[src/rtl/vc_cache_pkg.sv]
package vc_cache_pkg;
  typedef enum logic [2:0] {
    ST_IDLE,
    ST_CMP,
    ST_WB,
    ST_RD_REQ,
    ST_RD_WAIT
  } cstate_e;
endpackage

[src/rtl/vc_line_store.sv]
// Direct-mapped line storage: one combinational read port, one write port.
module vc_line_store #(
  parameter int IDX_W  = 6,
  parameter int TAG_W  = 16,
  parameter int LINE_W = 32
) (
  input  logic              clk,
  input  logic              rst_n,
  input  logic [IDX_W-1:0]  idx,
  output logic              rd_valid,
  output logic              rd_dirty,
  output logic [TAG_W-1:0]  rd_tag,
  output logic [LINE_W-1:0] rd_data,
  input  logic              we,
  input  logic              wr_valid,
  input  logic              wr_dirty,
  input  logic [TAG_W-1:0]  wr_tag,
  input  logic [LINE_W-1:0] wr_data
);
  localparam int LINES = 1 << IDX_W;

  logic [LINES-1:0]  valid_q, dirty_q;
  logic [TAG_W-1:0]  tag_q  [LINES];
  logic [LINE_W-1:0] data_q [LINES];

  assign rd_valid = valid_q[idx];
  assign rd_dirty = dirty_q[idx];
  assign rd_tag   = tag_q[idx];
  assign rd_data  = data_q[idx];

  always_ff @(posedge clk) begin
    if (!rst_n) begin
      valid_q <= '0;
      dirty_q <= '0;
    end else if (we) begin
      valid_q[idx] <= wr_valid;
      dirty_q[idx] <= wr_dirty;
    end
  end

  always_ff @(posedge clk) begin
    if (we) begin
      tag_q[idx]  <= wr_tag;
      data_q[idx] <= wr_data;
    end
  end
endmodule

[src/rtl/vc_victim_buf.sv]
// Fully associative victim buffer with oldest-first slot pointer.
module vc_victim_buf #(
  parameter int ENTRIES = 4,
  parameter int BLK_W   = 22,
  parameter int LINE_W  = 32,
  localparam int PTR_W  = $clog2(ENTRIES)
) (
  input  logic              clk,
  input  logic              rst_n,
  input  logic [BLK_W-1:0]  lk_blk,
  output logic [ENTRIES-1:0] match,
  output logic              hit,
  output logic [PTR_W-1:0]  hit_sel,
  output logic              hit_dirty,
  output logic [LINE_W-1:0] hit_data,
  output logic [PTR_W-1:0]  ptr,
  output logic              old_valid,
  output logic              old_dirty,
  output logic [BLK_W-1:0]  old_blk,
  output logic [LINE_W-1:0] old_data,
  input  logic              we,
  input  logic [PTR_W-1:0]  wr_sel,
  input  logic              wr_valid,
  input  logic              wr_dirty,
  input  logic [BLK_W-1:0]  wr_blk,
  input  logic [LINE_W-1:0] wr_data,
  input  logic              adv
);
  logic [ENTRIES-1:0] valid_q, dirty_q;
  logic [BLK_W-1:0]   blk_q  [ENTRIES];
  logic [LINE_W-1:0]  data_q [ENTRIES];

  for (genvar g = 0; g < ENTRIES; g++) begin : g_cmp
    assign match[g] = valid_q[g] && (blk_q[g] == lk_blk);
  end

  assign hit = |match;

  always_comb begin
    hit_sel = '0;
    for (int i = 0; i < ENTRIES; i++)
      if (match[i]) hit_sel = PTR_W'(i);
  end

  assign hit_dirty = dirty_q[hit_sel];
  assign hit_data  = data_q[hit_sel];
  assign old_valid = valid_q[ptr];
  assign old_dirty = dirty_q[ptr];
  assign old_blk   = blk_q[ptr];
  assign old_data  = data_q[ptr];

  always_ff @(posedge clk) begin
    if (!rst_n) begin
      valid_q <= '0;
      dirty_q <= '0;
      ptr     <= '0;
    end else begin
      if (we) begin
        valid_q[wr_sel] <= wr_valid;
        dirty_q[wr_sel] <= wr_dirty;
      end
      if (adv) ptr <= (ptr == PTR_W'(ENTRIES - 1)) ? '0 : ptr + 1'b1;
    end
  end

  always_ff @(posedge clk) begin
    if (we) begin
      blk_q[wr_sel]  <= wr_blk;
      data_q[wr_sel] <= wr_data;
    end
  end
endmodule

[src/rtl/vc_cache.sv]
module vc_cache
  import vc_cache_pkg::*;
#(
  parameter int ADDR_W     = 24,
  parameter int IDX_W      = 6,
  parameter int OFF_W      = 2,
  parameter int VB_ENTRIES = 4,
  localparam int BLK_W     = ADDR_W - OFF_W,
  localparam int TAG_W     = BLK_W - IDX_W,
  localparam int LINE_W    = 8 << OFF_W
) (
  input  logic              clk,
  input  logic              rst_n,
  input  logic              cpu_req_valid,
  output logic              cpu_req_ready,
  input  logic              cpu_req_write,
  input  logic [ADDR_W-1:0] cpu_req_addr,
  input  logic [7:0]        cpu_req_wdata,
  output logic              cpu_rsp_valid,
  output logic [7:0]        cpu_rsp_rdata,
  output logic              mem_req_valid,
  input  logic              mem_req_ready,
  output logic              mem_req_write,
  output logic [BLK_W-1:0]  mem_req_blk,
  output logic [LINE_W-1:0] mem_req_wdata,
  input  logic              mem_rsp_valid,
  input  logic [LINE_W-1:0] mem_rsp_rdata
);
  localparam int PTR_W = $clog2(VB_ENTRIES);

  cstate_e           state, nstate;
  logic              r_write;
  logic [ADDR_W-1:0] r_addr;
  logic [7:0]        r_wdata;

  logic [TAG_W-1:0]  a_tag;
  logic [IDX_W-1:0]  a_idx;
  logic [OFF_W-1:0]  a_off;
  logic [BLK_W-1:0]  a_blk;
  assign a_blk = r_addr[ADDR_W-1:OFF_W];
  assign a_tag = r_addr[ADDR_W-1 -: TAG_W];
  assign a_idx = r_addr[OFF_W +: IDX_W];
  assign a_off = r_addr[OFF_W-1:0];

  // main store
  logic              m_valid, m_dirty, m_we, m_wvalid, m_wdirty;
  logic [TAG_W-1:0]  m_tag;
  logic [LINE_W-1:0] m_data, m_wdata, merged;

  vc_line_store #(.IDX_W(IDX_W), .TAG_W(TAG_W), .LINE_W(LINE_W)) u_main (
    .clk(clk), .rst_n(rst_n), .idx(a_idx),
    .rd_valid(m_valid), .rd_dirty(m_dirty), .rd_tag(m_tag), .rd_data(m_data),
    .we(m_we), .wr_valid(m_wvalid), .wr_dirty(m_wdirty), .wr_tag(a_tag),
    .wr_data(m_wdata)
  );

  // victim buffer
  logic [VB_ENTRIES-1:0] vb_match;
  logic              vb_hit, vb_hit_dirty, vb_old_valid, vb_old_dirty;
  logic              vb_we, vb_wvalid, vb_adv;
  logic [PTR_W-1:0]  vb_hit_sel, vb_ptr, vb_wsel;
  logic [LINE_W-1:0] vb_hit_data, vb_old_data;
  logic [BLK_W-1:0]  vb_old_blk;

  vc_victim_buf #(.ENTRIES(VB_ENTRIES), .BLK_W(BLK_W), .LINE_W(LINE_W)) u_vbuf (
    .clk(clk), .rst_n(rst_n), .lk_blk(a_blk), .match(vb_match),
    .hit(vb_hit), .hit_sel(vb_hit_sel), .hit_dirty(vb_hit_dirty),
    .hit_data(vb_hit_data), .ptr(vb_ptr), .old_valid(vb_old_valid),
    .old_dirty(vb_old_dirty), .old_blk(vb_old_blk), .old_data(vb_old_data),
    .we(vb_we), .wr_sel(vb_wsel), .wr_valid(vb_wvalid), .wr_dirty(m_dirty),
    .wr_blk({m_tag, a_idx}), .wr_data(m_data), .adv(vb_adv)
  );

  logic main_hit;
  assign main_hit = m_valid && (m_tag == a_tag);

  always_comb begin
    merged = m_data;
    merged[{a_off, 3'b000} +: 8] = r_wdata;
  end

  always_comb begin
    nstate        = state;
    cpu_req_ready = 1'b0;
    cpu_rsp_valid = 1'b0;
    cpu_rsp_rdata = r_write ? r_wdata : m_data[{a_off, 3'b000} +: 8];
    mem_req_valid = 1'b0;
    mem_req_write = 1'b0;
    mem_req_blk   = a_blk;
    mem_req_wdata = vb_old_data;
    m_we = 1'b0; m_wvalid = 1'b1; m_wdirty = 1'b0; m_wdata = merged;
    vb_we = 1'b0; vb_wsel = vb_ptr; vb_wvalid = m_valid; vb_adv = 1'b0;
    unique case (state)
      ST_IDLE: begin
        cpu_req_ready = 1'b1;
        if (cpu_req_valid) nstate = ST_CMP;
      end
      ST_CMP: begin
        if (main_hit) begin
          cpu_rsp_valid = 1'b1;
          m_we     = r_write;
          m_wdirty = 1'b1;
          nstate   = ST_IDLE;
        end else if (vb_hit) begin
          // swap home line and victim entry, dirty bits travel along
          m_we     = 1'b1;
          m_wdirty = vb_hit_dirty;
          m_wdata  = vb_hit_data;
          vb_we    = 1'b1;
          vb_wsel  = vb_hit_sel;
        end else if (m_valid && vb_old_valid && vb_old_dirty) begin
          nstate = ST_WB;
        end else begin
          vb_we  = m_valid;
          vb_adv = m_valid;
          nstate = ST_RD_REQ;
        end
      end
      ST_WB: begin
        mem_req_valid = 1'b1;
        mem_req_write = 1'b1;
        mem_req_blk   = vb_old_blk;
        if (mem_req_ready) begin
          vb_we  = 1'b1;
          vb_adv = 1'b1;
          nstate = ST_RD_REQ;
        end
      end
      ST_RD_REQ: begin
        mem_req_valid = 1'b1;
        if (mem_req_ready) nstate = ST_RD_WAIT;
      end
      ST_RD_WAIT: begin
        if (mem_rsp_valid) begin
          m_we    = 1'b1;
          m_wdata = mem_rsp_rdata;
          nstate  = ST_CMP;
        end
      end
      default: nstate = ST_IDLE;
    endcase
  end

  always_ff @(posedge clk) begin
    if (!rst_n) begin
      state   <= ST_IDLE;
      r_write <= 1'b0;
      r_addr  <= '0;
      r_wdata <= '0;
    end else begin
      state <= nstate;
      if (state == ST_IDLE && cpu_req_valid) begin
        r_write <= cpu_req_write;
        r_addr  <= cpu_req_addr;
        r_wdata <= cpu_req_wdata;
      end
    end
  end
endmodule

[config.mk]
export PLATFORM = sky130hd
export DESIGN_NAME = vc_cache
export DESIGN_NICKNAME = d
export VERILOG_FILES = /design/src/rtl/vc_cache_pkg.sv /design/src/rtl/vc_line_store.sv /design/src/rtl/vc_victim_buf.sv /design/src/rtl/vc_cache.sv
export SDC_FILE = /design/constraint.sdc
export NUM_CORES = 2
export LEC_CHECK = 0
export ABC_AREA = 0
export BUFFER_PORTS_ARGS = -buffer_cell sky130_fd_sc_hd__buf_2
export CAP_MARGIN = 20
export CORE_MARGIN = 10
export CORE_UTILIZATION = 50
export CTS_BUF_LIST = sky130_fd_sc_hd__clkbuf_16
export DETAILED_ROUTE_END_ITERATION = 12
export PLACE_DENSITY = 0.65
export SLEW_MARGIN = 5
export SYNTH_ARGS = -nofsm -noshare
export SYNTH_HDL_FRONTEND = slang
export SYNTH_SLANG_ARGS = --single-unit
[constraint.sdc]
create_clock -name clk -period 21.1 [get_ports clk]
set_input_delay 2.11 -clock clk [delete_from_list [all_inputs] [get_ports clk]]
set_output_delay 2.11 -clock clk [all_outputs]
set_load 0.005 [all_outputs]
==> After elaboration in Yosys (flattened, before gate mapping) <==
Memories as Yosys holds them, arrays and structs flattened. A register that Yosys moved wholly into a read port is not among the register bits.
Index checks and enable logic that the tools add are counted.
{ "classes": {"div": 0, "mux": 71, "multipliers": 0, "order_cmp": 6, "reduce_logical": 14, "shifts": 3, "addsub": 2, "bitwise_logic": 1, "eq_ne": 15} }
{ "op_table": {"columns": ["cell", "n"], "rows": [
  ["two-way mux 32 bit", 3],
  ["== test 22 bit", 4],
  ["bitwise mux 64 bit", 1],
  ["bitwise OR 64 bit", 1],
  ["case mux 32 bit (2 select lines)", 1],
  ["bitwise mux 32 bit", 1],
  ["variable shift 8 x 7 -> 32 bit, first input constant", 1],
  ["variable part select 32 x 6 -> 8 bit", 1],
  ["variable part select 8 x 7 -> 32 bit", 1],
  ["two-way mux 1 bit", 30],
  ["two-way mux 6 bit", 4],
  ["two-way mux 22 bit", 1],
  ["two-way mux 2 bit", 10],
  ["two-way mux 3 bit", 6],
  ["== test 16 bit", 1],
  ["case mux 3 bit (5 select lines)", 1],
  ["binary-select mux 1 bit (select 6 bit)", 2],
  ["logical AND 1 bit", 10],
  ["< comparator 2 x 3 -> 1 bit, second input constant", 3],
  ["bitwise mux 4 bit", 2],
  ["two-way mux 8 bit", 1],
  ["inequality test 2 bit, second input constant", 4],
  ["< comparator 6 x 7 -> 1 bit, second input constant", 1],
  ["negator 5 -> 7 bit", 1],
  ["other kinds (16)", 21]
]} }
{ "word_totals": {"rom_bits": 0, "regBits": 174, "word_cells": 125, "latchBits": 0, "ram_bits": 3288, "mem_count": 4} }
{ "mem_list": {"columns": ["name", "depth", "word_bits", "rd", "rd_ports_with_merged_regs", "wr", "line_no", "text"], "rows": [
  ["u_main.data_q", 64, 32, 1, 1, 1, "vc_line_store.sv:24", "logic [LINE_W-1:0] data_q [LINES];"],
  ["u_main.tag_q", 64, 16, 1, 1, 1, "vc_line_store.sv:23", "logic [TAG_W-1:0] tag_q [LINES];"],
  ["u_vbuf.data_q", 4, 32, 2, 1, 1, "vc_victim_buf.sv:31", "logic [LINE_W-1:0] data_q [ENTRIES];"],
  ["u_vbuf.blk_q", 4, 22, 5, 1, 1, "vc_victim_buf.sv:30", "logic [BLK_W-1:0] blk_q [ENTRIES];"]
]} }

==> Longest topological paths before layout <==
An unclocked memory read counts as a cell.
{ "logic_depth": {"ltp_word": 14, "mapped_depth": 20} }

==> By module <==
A second synthesis with hierarchy kept.
{ "hier_totals": {"cells_unflattened": 6546, "hier_area_um2": 135461.2} }
{ "modules_own_cells": {"columns": ["mod", "area_per_inst_um2", "cells_each", "instances"], "rows": [
  ["vc_line_store", 121003.6, 5388, 1],
  ["vc_victim_buf", 10829.1, 685, 1],
  ["vc_cache", 3628.5, 473, 1]
]} }

==> Least setup slack after synthesis <==
Ideal clock, no wire load.
{ "synth_timing": {"kind": "register to register", "startpoint": "register with a tool-made name", "endpoint": "memory u_main.data_q[3][0], enable pin", "path_slack_ns": 13.408, "synth_period_minus_slack_ns": 7.692, "path_buffers": 5, "setup_time_ns": 0.520, "arrival_time_ns": 7.173, "stages_incl_launch_ff": 16, "cell_sequence": "dfxtp_1 buf_4 buf_4 buf_4 buf_2 mux4_2 nand2_1 a21oi_1 o32ai_1 mux2i_1 nand4_1 or4_1 nor2_2 a21oi_4 buf_6 nor3_1"} }
{ "synth_rtl": {"columns": ["item", "line_no"], "rows": [
  ["to (decl)", "vc_line_store.sv:24"]
]} }

==> impl_metrics.json <==
{
  "grt_pass1_vias": 70900,
  "cts_tree": "done",
  "routabilityCongestion": 0.9173,
  "cts_buffers": 355,
  "hold_viol_final": 0,
  "vias": 72480,
  "clock_latency_ps": 940,
  "core_sq_um": 271200,
  "cp-end-kind": "output port",
  "slew_headroom_pct": 18.48,
  "num_io_pins": 136,
  "cts_setup_buffers": 0,
  "synth_top_cell_by_area": "edfxtp_1",
  "drt-pass1-iter-count": 6,
  "root_buffer": "clkbuf_16",
  "powerDensity_nw_per_um2": 108.3,
  "core.rowCount": 191,
  "hold_class": "flip-flop to flip-flop",
  "ff2ff_setup_slack_ps": 11300,
  "crit_required_ps": 18990,
  "area_growth_pct": 13.02,
  "grt.overflow.total": 0,
  "fillers": 19670,
  "drc": 0,
  "drt_wl_total_mm": 410.9,
  "die_y_um": 542.7,
  "yosysSeqAreaShare_pct": 74.95,
  "ant_nets": 0,
  "synth_cell_types": 79,
  "holdPathStages": 2,
  "postCtsHoldBufs": 0,
  "fmax_mhz": 97.76,
  "crit_type": "flip-flop to output port",
  "rsz0062_at_grt": "no",
  "grt_max_degree": 153,
  "post_cts_resized": 0,
  "dpl.hpwl_mm": 222.6,
  "synth_edf_count": 3288,
  "slew_violations": 0,
  "antenna_found_initial": 12,
  "clk_path_buf_depth": 4,
  "min_period_ps": 10230,
  "start_kind": "flip-flop",
  "final_core_util_pct": 56.91,
  "grt_pass1_wl_mm": 568.4,
  "clock_sinks": 3470,
  "path_max_fanout": 46,
  "viasPerCell": 6.765,
  "nNetsFinal": 6935,
  "port_buffers": 135,
  "min_to": "u_main.dirty_q[12]",
  "final_layout_size_suffix_gt1_share_pct": 28.89,
  "synth_top_area_share_pct": 72.29,
  "reg2regPathDepth": 18,
  "fin_skew_ps": 133.5,
  "yosys-top-cells-area": "edfxtp_1 (72%), mux4_2 (15%), dfxtp_1 (2.7%), mux2i_1 (2.2%), nand2_1 (0.84%)",
  "grtUsageTotal_pct": 27.38,
  "p_leak_nw": 48.59,
  "clk_pin_slew_ps": 60,
  "postSynthCellCount": 6465,
  "fp.dieArea_sq_um": 294500,
  "syn_nets": 6541,
  "maxCapViolCount": 0,
  "tightest_slew_ps": 1223,
  "start_util_pct": 50.36,
  "setup_viol": 0,
  "die_x_um": 542.7,
  "period_share_pct": 48.48,
  "drt-wirelength-per-cell_um": 38.35,
  "ys_ff_latch": 3470,
  "h-tree-depth": 5,
  "drt_iter0_drc": 11190,
  "outcome": "completed",
  "synthArstFlopShare_pct": 0,
  "min-delay-start": "u_main.dirty_q[12]",
  "worstPathArrival_ps": 8120,
  "timing.rr.end": "u_main.data_q[16][9]",
  "ys_warn_count": 0,
  "syn_area_per_cell_sq_um": 21.13,
  "synth_ff_type": "edfxtp_1",
  "synthesis.area_sq_um": 136600,
  "setup_tns_ps": 0,
  "irDropWorstVdd_uv": 75.56
}
## state kept, by name, summed over array words and instances (netlist names), 8 cells and up, named ones only
| signal | flops |
|---|---|
| u_vbuf.blk_q | 88 |
| u_main.tag_q | 1024 |
| u_main.data_q | 2048 |
| u_main.valid_q | 64 |
| r_addr | 24 |
| u_vbuf.data_q | 128 |
| u_main.dirty_q | 64 |
| r_wdata | 8 |
## where the power goes
group	total [W]	switching (W)	internal [W]
sequential	0.00827	0.0000421	0.00823
combinational	0.00228	0.00155	0.000730
clock	0.00617	0.00263	0.00354
## area by class of cell
class | instances | area [sq um] | share of cell area (%)
Clock buffer | 361 | 9034 | 5.852
Timing Repair Buffer | 419 | 3084 | 1.998
Multi-Input combinational cell | 2586 | 32930 | 21.33
Inverter | 27 | 112.6 | 0.07295
Antenna cell | 6 | 15.01 | 0.009726
Sequential cell | 3470 | 102400 | 66.35
Tap cell | 3570 | 4467 | 2.893
Clock inverter | 275 | 2301 | 1.491
## through the flow
stage	std cells	worst slack [ps]	total power [W]	hold WS (ps)	instance area (sq um)
finish	10710	10870	0.01672	457.2	154400
global route	10710	10290	0.01718	464.9	154400
CTS	10690	10610	0.01671	456.8	154100
detailed placement	10060	11300	0.01063	443.2	142700
global placement	10050	11290	0.01057	439.4	142700
floorplan	6465	13410	0.009751	431.3	136600
## per-layer routing
layer,vias up,part of all wire [%],wire (um),track usage [%]
met5,-,0.0032,13,0
met3,1007,11,44480,5.546
met4,2,5.1,20930,11.53
met1,38720,36,149400,37.13
li1,27900,-,-,-
met2,4852,48,196000,43.67
## cell families (layout without fill, tap and decap cells)
kind of cell | count (synthesis) | count (layout) | share of synthesized area [%]
AO/OA/AOI/OAI | 477 | 477 | 2.463
XOR/XNOR | 98 | 98 | 0.6284
adder cells (fa/ha/maj) | 6 | 6 | 0.05496
buffers and inverters | 409 | 1082 | 1.323
flip-flops | 3470 | 3470 | 74.95
multiplexers | 1287 | 1287 | 18.08
other | 0 | 6 | 0
AND/OR/NAND/NOR | 718 | 718 | 2.494
## cells in the mapped netlist, drive strengths merged (5+ instances only)
cell    number
edfxtp    3288
mux4       939
nand2      304
mux2i      296
clkbuf     195
buf        187
dfxtp      182
nor2       111
a21oi      100
a22oi       92
nor3        79
o21a        67
xor2        59
mux2        52
nand3       52
o21ai       43
xnor2       39
a211oi      32
nand4       32
a221o       30
nor2b       25
nor4        25
inv         19
a31oi       18
and3        16
nand2b      16
and2        14
o22ai       14
a22o        13
a221oi       8
clkinv       8
o211ai       8
a32oi        7
nand3b       7
ha           6
nor3b        6
nor4b        6
or3b         6
a21o         5
## critical path, stage by stage, from the launching register on
cell,delay [ps]
dfxtp_4,780
buf_4,800
buf_4,870
buf_4,880
buf_4,850
mux4_2,610
mux4_2,480
mux4_2,670
mux4_2,550
mux2_2,290
buf_2,140
## layout by cell type, fill, tap and decap left out, types with 98 or more instances in the layout
cell,n
nor2_1,108
mux4_2,939
clkbuf_16,361
buf_4,263
edfxtp_1,3288
dfxtp_1,155
a21oi_1,98
buf_2,134
nand2_1,304
mux2i_1,295
## worst max-delay path by stage
stage	startpoint	cells after the start	slack (ps)	endpoint
detailed placement	flip-flop	18	11300	u_main.tag_q[16][8]
CTS	flip-flop	10	10610	cpu_rsp_rdata[5]
global route	flip-flop	10	10290	cpu_rsp_rdata[6]
global placement	flip-flop	18	11290	u_main.tag_q[16][8]
floorplan	flip-flop	15	13410	u_main.data_q[3][0]
finish	flip-flop	10	10870	cpu_rsp_rdata[4]
No activity file was read; power rests on OpenSTA's default activity.
